### src/rtl/trap_cause_pkg.sv
package trap_cause_pkg;

    localparam int XLEN       = 32;
    localparam int CODE_W     = 5;
    localparam int PLAT_LINES = 16;
    localparam int PLAT_BASE  = 16;
    localparam int NUM_EXC    = 11;

    localparam logic [CODE_W-1:0] CODE_SW_IRQ    = CODE_W'(3);
    localparam logic [CODE_W-1:0] CODE_TIMER_IRQ = CODE_W'(7);

    // Exception codes listed in rank order, index 0 is the highest rank.
    localparam logic [CODE_W-1:0] EXC_RANK_CODE [NUM_EXC] = '{
        CODE_W'(3),   // fetch breakpoint
        CODE_W'(1),   // fetch access fault
        CODE_W'(19),  // uncorrectable ECC error
        CODE_W'(2),   // illegal instruction
        CODE_W'(0),   // fetch misaligned
        CODE_W'(3),   // environment break
        CODE_W'(3),   // data breakpoint
        CODE_W'(5),   // load access fault
        CODE_W'(7),   // store access fault
        CODE_W'(4),   // load misaligned
        CODE_W'(6)    // store misaligned
    };

    typedef struct packed {
        logic fetch_bkpt;
        logic fetch_fault;
        logic ecc_err;
        logic illegal;
        logic fetch_misalign;
        logic ebreak;
        logic data_bkpt;
        logic ld_fault;
        logic st_fault;
        logic ld_misalign;
        logic st_misalign;
    } exc_flags_t;

    typedef struct packed {
        logic              valid;
        logic [CODE_W-1:0] code;
    } pick_t;

    typedef struct packed {
        logic            intr;
        logic [XLEN-2:0] code;
    } cause_t;

    // Flags laid out so that index 0 is the highest rank.
    function automatic logic [NUM_EXC-1:0] rank_vector(exc_flags_t f);
        logic [NUM_EXC-1:0] v;
        v[0]  = f.fetch_bkpt;
        v[1]  = f.fetch_fault;
        v[2]  = f.ecc_err;
        v[3]  = f.illegal;
        v[4]  = f.fetch_misalign;
        v[5]  = f.ebreak;
        v[6]  = f.data_bkpt;
        v[7]  = f.ld_fault;
        v[8]  = f.st_fault;
        v[9]  = f.ld_misalign;
        v[10] = f.st_misalign;
        return v;
    endfunction

    function automatic cause_t make_cause(logic intr, logic [CODE_W-1:0] code);
        cause_t c;
        c.intr = intr;
        c.code = (XLEN-1)'(code);
        return c;
    endfunction

endpackage

### src/rtl/trap_exc_ranker.sv
module trap_exc_ranker
    import trap_cause_pkg::*;
(
    input  exc_flags_t flags_i,
    output pick_t      pick_o
);
    logic [NUM_EXC-1:0] ranked;

    assign ranked = rank_vector(flags_i);

    // Walk from lowest rank up; a later hit overwrites, so rank 0 wins.
    always_comb begin
        pick_o = '0;
        for (int r = NUM_EXC - 1; r >= 0; r--) begin
            if (ranked[r]) begin
                pick_o.valid = 1'b1;
                pick_o.code  = EXC_RANK_CODE[r];
            end
        end
    end

endmodule

### src/rtl/trap_irq_ranker.sv
module trap_irq_ranker
    import trap_cause_pkg::*;
#(
    parameter int LINES = PLAT_LINES,
    parameter int BASE  = PLAT_BASE
) (
    input  logic             sw_i,
    input  logic             timer_i,
    input  logic [LINES-1:0] plat_i,
    output pick_t            pick_o
);
    logic [CODE_W-1:0] line_code [LINES];

    for (genvar g = 0; g < LINES; g++) begin : g_line_code
        assign line_code[g] = CODE_W'(BASE + g);
    end

    // Lowest priority first; each later hit overrides the earlier one.
    always_comb begin
        pick_o = '0;
        if (sw_i) begin
            pick_o.valid = 1'b1;
            pick_o.code  = CODE_SW_IRQ;
        end
        if (timer_i) begin
            pick_o.valid = 1'b1;
            pick_o.code  = CODE_TIMER_IRQ;
        end
        for (int i = 0; i < LINES; i++) begin
            if (plat_i[i]) begin
                pick_o.valid = 1'b1;
                pick_o.code  = line_code[i];
            end
        end
    end

endmodule

### src/rtl/trap_cause_reg.sv
module trap_cause_reg
    import trap_cause_pkg::*;
(
    input  logic            clk,
    input  logic            rst,
    input  logic            load_i,
    input  cause_t          load_val_i,
    input  logic            we_i,
    input  logic [XLEN-1:0] wdata_i,
    output logic [XLEN-1:0] q_o
);
    cause_t q;

    always_ff @(posedge clk) begin
        if (rst) begin
            q <= '0;
        end else if (load_i) begin
            q <= load_val_i;
        end else if (we_i) begin
            q <= cause_t'(wdata_i);
        end
    end

    assign q_o = q;

endmodule

### src/rtl/trap_cause_unit.sv
module trap_cause_unit
    import trap_cause_pkg::*;
(
    input  logic                  clk,
    input  logic                  rst,
    input  logic                  fetch_bkpt_i,
    input  logic                  fetch_fault_i,
    input  logic                  ecc_err_i,
    input  logic                  illegal_i,
    input  logic                  fetch_misalign_i,
    input  logic                  ebreak_i,
    input  logic                  data_bkpt_i,
    input  logic                  ld_fault_i,
    input  logic                  st_fault_i,
    input  logic                  ld_misalign_i,
    input  logic                  st_misalign_i,
    input  logic                  sw_irq_i,
    input  logic                  timer_irq_i,
    input  logic [PLAT_LINES-1:0] plat_irq_i,
    input  logic                  irq_en_i,
    input  logic                  accept_i,
    input  logic                  sw_we_i,
    input  logic [XLEN-1:0]       sw_wdata_i,
    output logic                  trap_taken_o,
    output logic [XLEN-1:0]       cause_o
);
    exc_flags_t flags;
    pick_t      exc_pick;
    pick_t      irq_pick;
    logic       irq_ok;
    cause_t     next_cause;

    always_comb begin
        flags.fetch_bkpt     = fetch_bkpt_i;
        flags.fetch_fault    = fetch_fault_i;
        flags.ecc_err        = ecc_err_i;
        flags.illegal        = illegal_i;
        flags.fetch_misalign = fetch_misalign_i;
        flags.ebreak         = ebreak_i;
        flags.data_bkpt      = data_bkpt_i;
        flags.ld_fault       = ld_fault_i;
        flags.st_fault       = st_fault_i;
        flags.ld_misalign    = ld_misalign_i;
        flags.st_misalign    = st_misalign_i;
    end

    trap_exc_ranker u_exc (
        .flags_i (flags),
        .pick_o  (exc_pick)
    );

    trap_irq_ranker #(
        .LINES (PLAT_LINES),
        .BASE  (PLAT_BASE)
    ) u_irq (
        .sw_i    (sw_irq_i),
        .timer_i (timer_irq_i),
        .plat_i  (plat_irq_i),
        .pick_o  (irq_pick)
    );

    assign irq_ok = irq_pick.valid & irq_en_i;

    always_comb begin
        if (irq_ok) begin
            next_cause = make_cause(1'b1, irq_pick.code);
        end else begin
            next_cause = make_cause(1'b0, exc_pick.code);
        end
    end

    assign trap_taken_o = accept_i & (irq_ok | exc_pick.valid);

    trap_cause_reg u_reg (
        .clk        (clk),
        .rst        (rst),
        .load_i     (trap_taken_o),
        .load_val_i (next_cause),
        .we_i       (sw_we_i),
        .wdata_i    (sw_wdata_i),
        .q_o        (cause_o)
    );

endmodule

### config.mk
export PLATFORM = sky130hd
export DESIGN_NAME = trap_cause_unit
export DESIGN_NICKNAME = d
export VERILOG_FILES = /design/src/rtl/trap_cause_pkg.sv /design/src/rtl/trap_exc_ranker.sv /design/src/rtl/trap_irq_ranker.sv /design/src/rtl/trap_cause_reg.sv /design/src/rtl/trap_cause_unit.sv
export SDC_FILE = /design/constraint.sdc
export NUM_CORES = 1
export LEC_CHECK = 0
export BUFFER_PORTS_ARGS = -buffer_cell sky130_fd_sc_hd__buf_2
export CAP_MARGIN = 20
export CELL_PAD_IN_SITES_DETAIL_PLACEMENT = 2
export CELL_PAD_IN_SITES_GLOBAL_PLACEMENT = 2
export CORE_MARGIN = 5
export CORE_UTILIZATION = 22
export CTS_CLUSTER_SIZE = 8
export DETAILED_ROUTE_END_ITERATION = 12
export PLACE_DENSITY_LB_ADDON = 0.1
export SKIP_CTS_REPAIR_TIMING = 1
export SYNTH_ARGS = -nofsm -noshare
export SYNTH_HDL_FRONTEND = slang
export SYNTH_SLANG_ARGS = --single-unit
export TNS_END_PERCENT = 100
### constraint.sdc
create_clock -name clk -period 2 [get_ports clk]
set_input_delay 0 -clock clk [delete_from_list [all_inputs] [get_ports clk]]
set_output_delay 0 -clock clk [all_outputs]
set_load 0.005 [all_outputs]
==> impl_metrics.toml, run 1 <==
[finish]
num_antenna_cells = 0
num-fill-cells = 780
fin_cells = 392
syn_to_final_growth_pct = 60.20
stdcell_area_mm2 = 0.002457
largest_reg_flops = 32
drive_gt1_share_pct = 39.86
finalNetCount = 362

[power]
power.leakage_uw = 0.001206
power_uw = 1498
powerDensity_mw_per_mm2 = 609.8
ir_drop_mv = 0.2742

[sta]
rsz0062_at_grt = "no"
min_period_over_period_pct = 84.39
worst_clock_skew_ns = 0
slew_viol_final = 0
final.setup.tns_ns = 0
fmax_mhz = 592.5
finalSetupViolations = 0
relSlewSlack_pct = 62.98
worstMarginPinSlew_ns = 0.5412
fin_crit_ns = 1.688
whs_ns = -0.04309
finalHoldViolCount = 7

[flow_run]
maxCapViolCount = 0

[cts]
cts_max_level = 2
numCtsBuffers = 5
root_buffer = "clkbuf_8"
clk_latency_ns = 0.28
clock-sinks = 32
clockBufferDepth = 2
cts_tree = "yes"
clkTransAtPathRegs_ns = 0.06

[detailed_routing]
met1Wirelength_um = 2474
wl_met2_um = 2692
drc_errors = 0
drt_wl_total_um = 5633
wl_per_cell_um = 14.37
highest_layer = "met4"
via_per_inst = 4.385
detailroute.wirelength.met3_um = 422
drtPass1Iterations = 4
drt-initial-drc-count = 12
ant_nets = 0
via_count = 1719

[floorplanning]
start_util_pct = 22.58
core_mm2 = 0.006794
ios = 99
die_h_um = 93.50
die_area_mm2 = 0.008742
die_x_um = 93.50
row_count = 30

[synthesis]
ys_warn_count = 0
syn_area_mm2 = 0.001534
yosysUniqueCellTypes = 35
syn_inst = 171
synth-seq-cells = 32
ys.flop_type = "dfxtp_1"
async_reset_ff_share_pct = 0
synth_area_per_cell_um2 = 8.971
synth_most_common_cell = "nor2_1"
synthDominantCellAreaShare_pct = 41.76
seq_area_frac_synth_pct = 41.76
ys_top_cells_by_area = "dfxtp_1 (42%), mux2i_1 (18%), nor2_1 (10%)"
synth-edff-count = 0
yosysTopAreaCell = "dfxtp_1"
syn-num-nets = 237
synth_common_cells = "nor2_1 (41), dfxtp_1 (32), mux2i_1 (27)"

[critical_path]
path_cells = "buf_2 > nor4_1 > nand4_1 > o31a_1 > o21a_4 > or2_1 > buf_12 > nor2_1"
critPathMaxFanout = 19
start_kind = "input pin"
reg2reg_to = "u_reg.q_o[1]"
endpoint = "u_reg.q_o[27]"
cp_slowest_cell = "nor4_1"
reg2reg_slack_ns = 1.12
end_kind = "flip-flop"
crit_start = "plat_irq_i[4]"
cp.arrival_ns = 1.90
required_ns = 2.21
path_class = "input pin to flip-flop"
crit-reg2reg-launch = "u_reg.q_o[1]"
critPathMaxStageDelay_ns = 0.48
rr_worst_depth = 3

[place]
postPlaceCellArea_mm2 = 0.002161
io_buffers = 98
finalWeightedCongestion = 0.7202
hpwlAfterDp_um = 4495
dp_cells = 365

[global_routing]
grt_start_max_net_pins = 20
grt_pass1_wl_um = 8728
groute.usage.overall_pct = 12.65
antenna_found_initial = 0
grt_pass1_vias = 1817
grt-ovfl-total = 0

[run_status]
status = "complete, but fails checks"
violations = "hold timing"

[hold_path]
hold_path_class = "input pin to flip-flop"
-- cell families after synthesis --
logic type	synth area share, %
flip-flops	41.76
multiplexers	17.62
buffers and inverters	4.404
AND/OR/NAND/NOR	20.64
AO/OA/AOI/OAI	15.58
-- metal layers --
layer,vias to the layer above,track usage [%]
met2,52,20.96
met5,-,0
met3,9,4.666
met4,0,3.297
met1,798,15.38
li1,860,-
-- critical path: cells and delay by family --
kind | cells | cell delay, ns
buffers and inverters | 2 | 0.29
and+or+nand+nor | 4 | 1.06
AOI/OAI and AO/OA | 2 | 0.54
-- stage by stage --
stage	worst slack [ns]	util (%)	hold WS, ns
floorplan	0.3732	-	0.06907
global placement	0.1529	31.80	0.2321
detailed placement	0.06014	31.80	0.2462
global route	0.2368	36.17	-0.02333
finish	0.3122	36.17	-0.04309
CTS	0.3435	33.22	-0.05399
-- cell type report --
class | count | area, um2 | area share (%)
inverters | 5 | 18.77 | 0.7637
repair buffers | 125 | 755.7 | 30.75
well taps | 96 | 120.1 | 4.888
clock buffers | 7 | 96.34 | 3.921
multi-input cells | 127 | 825.8 | 33.60
flip-flops and latches | 32 | 640.6 | 26.07
-- cells in the final DEF (no fill, tap or decap), types with 2 or more instances in the layout --
master and instances:
o21ai_0 3, nor4_1 5, nand4_1 2, nand2_1 5
clkbuf_8 7, nand3_1 2, nor2_1 41, a211oi_1 5
a2111oi_0 2, a21oi_1 7, buf_4 6, buf_2 98
nand2b_1 3, nor2b_1 2, nor3_1 3, inv_1 5
o31ai_1 2, nor4_2 2, mux2i_1 27, dfxtp_1 32
dlygate4sd3_1 20
-- power by group --
group	switching [uW]	internal [uW]	total, uW
registers	13.7	664	678
logic	132	155	287
clock network	227	306	533
-- worst min path at each step --
| stage | startpoint | endpoint | slack [ns] | cells after the start |
|---|---|---|---|---|
| final | sw_wdata_i[6] | u_reg.q_o[6] | -0.04 | 3 |
| after global routing | sw_wdata_i[6] | u_reg.q_o[6] | -0.02 | 3 |
| after CTS | sw_wdata_i[21] | u_reg.q_o[21] | -0.05 | 3 |
| after detailed placement | sw_wdata_i[27] | u_reg.q_o[27] | 0.25 | 3 |
| after global placement | sw_wdata_i[21] | u_reg.q_o[21] | 0.23 | 3 |
| after floorplan | rst | u_reg.q_o[31] | 0.07 | 1 |
No activity file was read; power rests on OpenSTA's default activity.
==> run 2, diff against run 1 <==
--- a/config.mk
+++ b/config.mk
@@ -10,7 +10,7 @@
 export CELL_PAD_IN_SITES_DETAIL_PLACEMENT = 2
 export CELL_PAD_IN_SITES_GLOBAL_PLACEMENT = 2
 export CORE_MARGIN = 5
-export CORE_UTILIZATION = 22
+export CORE_UTILIZATION = 20
 export CTS_CLUSTER_SIZE = 8
 export DETAILED_ROUTE_END_ITERATION = 12
 export PLACE_DENSITY_LB_ADDON = 0.1
==> constraint.sdc (replaced) <==
create_clock -name clk -period 1.48 [get_ports clk]
set_input_delay 0 -clock clk [delete_from_list [all_inputs] [get_ports clk]]
set_output_delay 0 -clock clk [all_outputs]
set_load 0.005 [all_outputs]
==> impl_metrics.toml, run 2 (synthesis results as in run 1) <==
[run_status]
status = "complete, but fails checks"
violations = "hold timing"

[floorplanning]
row_count = 32
core_mm2 = 0.007607
die_x_um = 97.58
die_h_um = 97.58
die_area_mm2 = 0.009521
ios = 99
start_util_pct = 20.16

[detailed_routing]
drtPass1Iterations = 3
drt-initial-drc-count = 23
drt_wl_total_um = 6443
ant_nets = 0
drc_errors = 0
via_per_inst = 4.371
wl_per_cell_um = 14.85
via_count = 1897

[power]
ir_drop_mv = 0.4732
power.leakage_uw = 0.001406
powerDensity_mw_per_mm2 = 733.1
power_uw = 2110

[critical_path]
start_kind = "input pin"
worst-path-buf-inv = 2
critPathMaxStageDelay_ns = 0.29
path_cells = "buf_2 > nor4_4 > nand4_1 > o31a_1 > o21a_4 > or2_4 > clkbuf_16 > nor2_1"
path_delay_family = "simple AND/OR/NAND/NOR gates"
required_ns = 1.70
cp_slowest_cell = "nor4_4"
critPathMaxFanout = 9
path_class = "input pin to flip-flop"
cp.arrival_ns = 1.63
end_kind = "flip-flop"

[sta]
finalHoldViolCount = 3
final.setup.tns_ns = 0
fmax_mhz = 708.5
relSlewSlack_pct = 65.41
finalSetupViolations = 0
whs_ns = -0.01278
rsz0062_at_grt = "yes"
fin_crit_ns = 1.411
worstMarginPinSlew_ns = 0.5057
slew_viol_final = 0
worst_clock_skew_ns = 0
min_period_over_period_pct = 95.37

[flow_run]
maxCapViolCount = 0

[place]
io_buffers = 98
finalWeightedCongestion = 0.7533
postPlaceCellArea_mm2 = 0.002464
dp_cells = 404
hpwlAfterDp_um = 5039

[cts]
clkTransAtPathRegs_ns = 0.06
clk_latency_ns = 0.27
numCtsBuffers = 5
cts_max_level = 2
clockBufferDepth = 2
root_buffer = "clkbuf_8"
clock-sinks = 32
cts_tree = "yes"

[finish]
fin_cells = 434
final_common_cell = "buf_2"
finalNetCount = 397
num-fill-cells = 897
final_core_util_pct = 37.83
syn_to_final_growth_pct = 87.60
largest_reg_flops = 32
num_antenna_cells = 0
drive_gt1_share_pct = 50.30
mostFrequentLayoutCells = "buf_2 (95), buf_4 (39), dfxtp_1 (32)"
stdcell_area_mm2 = 0.002878

[global_routing]
grt_pass1_vias = 2015
antenna_found_initial = 0
grt_start_max_net_pins = 19
groute.usage.overall_pct = 12.44
grt-ovfl-total = 0
grt_pass1_wl_um = 9763

[hold_path]
hold_path_class = "input pin to flip-flop"
[run 2: changes by cell type in the layout (fill, tap and decap cells not counted), sizes merged]
cell,previous run,this run
dlygate4sd3,20,19
buf,105,139
clkbuf,7,10
[run 2: path summary, 6_finish.rpt]
kind	slack, ns	startpoint	depth (start not counted)	end
hold / removal	-0.01	sw_wdata_i[19]	3	u_reg.q_o[19]
setup reg to reg	0.65	u_reg.q_o[1]	3	u_reg.q_o[1]
hold reg to reg	0.49	u_reg.q_o[10]	2	u_reg.q_o[10]
setup / recovery	0.07	plat_irq_i[8]	8	u_reg.q_o[18]
[run 2: per-layer routing]
metal  vias up  global-route usage, %  wire [um]
li1        933                      -          -
met1       900                  14.00       2555
met2        59                  21.98       3371
met3         5                  4.738        472
met4         0                  3.195         44
met5         -                      0          0
[run 2: power breakdown]
group / switching [uW] / internal (uW)
clock: 310 / 379
combinational: 221 / 284
sequential: 16.9 / 898
total: 548 / 1560
[run 2: per-stage QoR]
stage,setup WS [ns],hold WS (ns)
after global routing,-0.01395,0.007884
after detailed placement,-0.3283,0.2482
after global placement,-0.2744,0.2323
final,0.06853,-0.01278
after floorplan,-0.1324,0.06907
after CTS,-0.03596,-0.05040
[run 2: area by class of cell]
cell class | instances | area (um2) | area share, %
flip-flops and latches | 32 | 640.6 | 22.26
clock buffers | 8 | 90.09 | 3.130
repair buffers | 160 | 1074 | 37.30
well taps | 102 | 127.6 | 4.435
inverters | 5 | 18.77 | 0.6522
multi-input cells | 127 | 927.1 | 32.22
[run 2: worst min-delay path, cell delays in order]
cell	delay (ns)
buf_2	0.08
mux2i_1	0.07
nor2_1	0.08
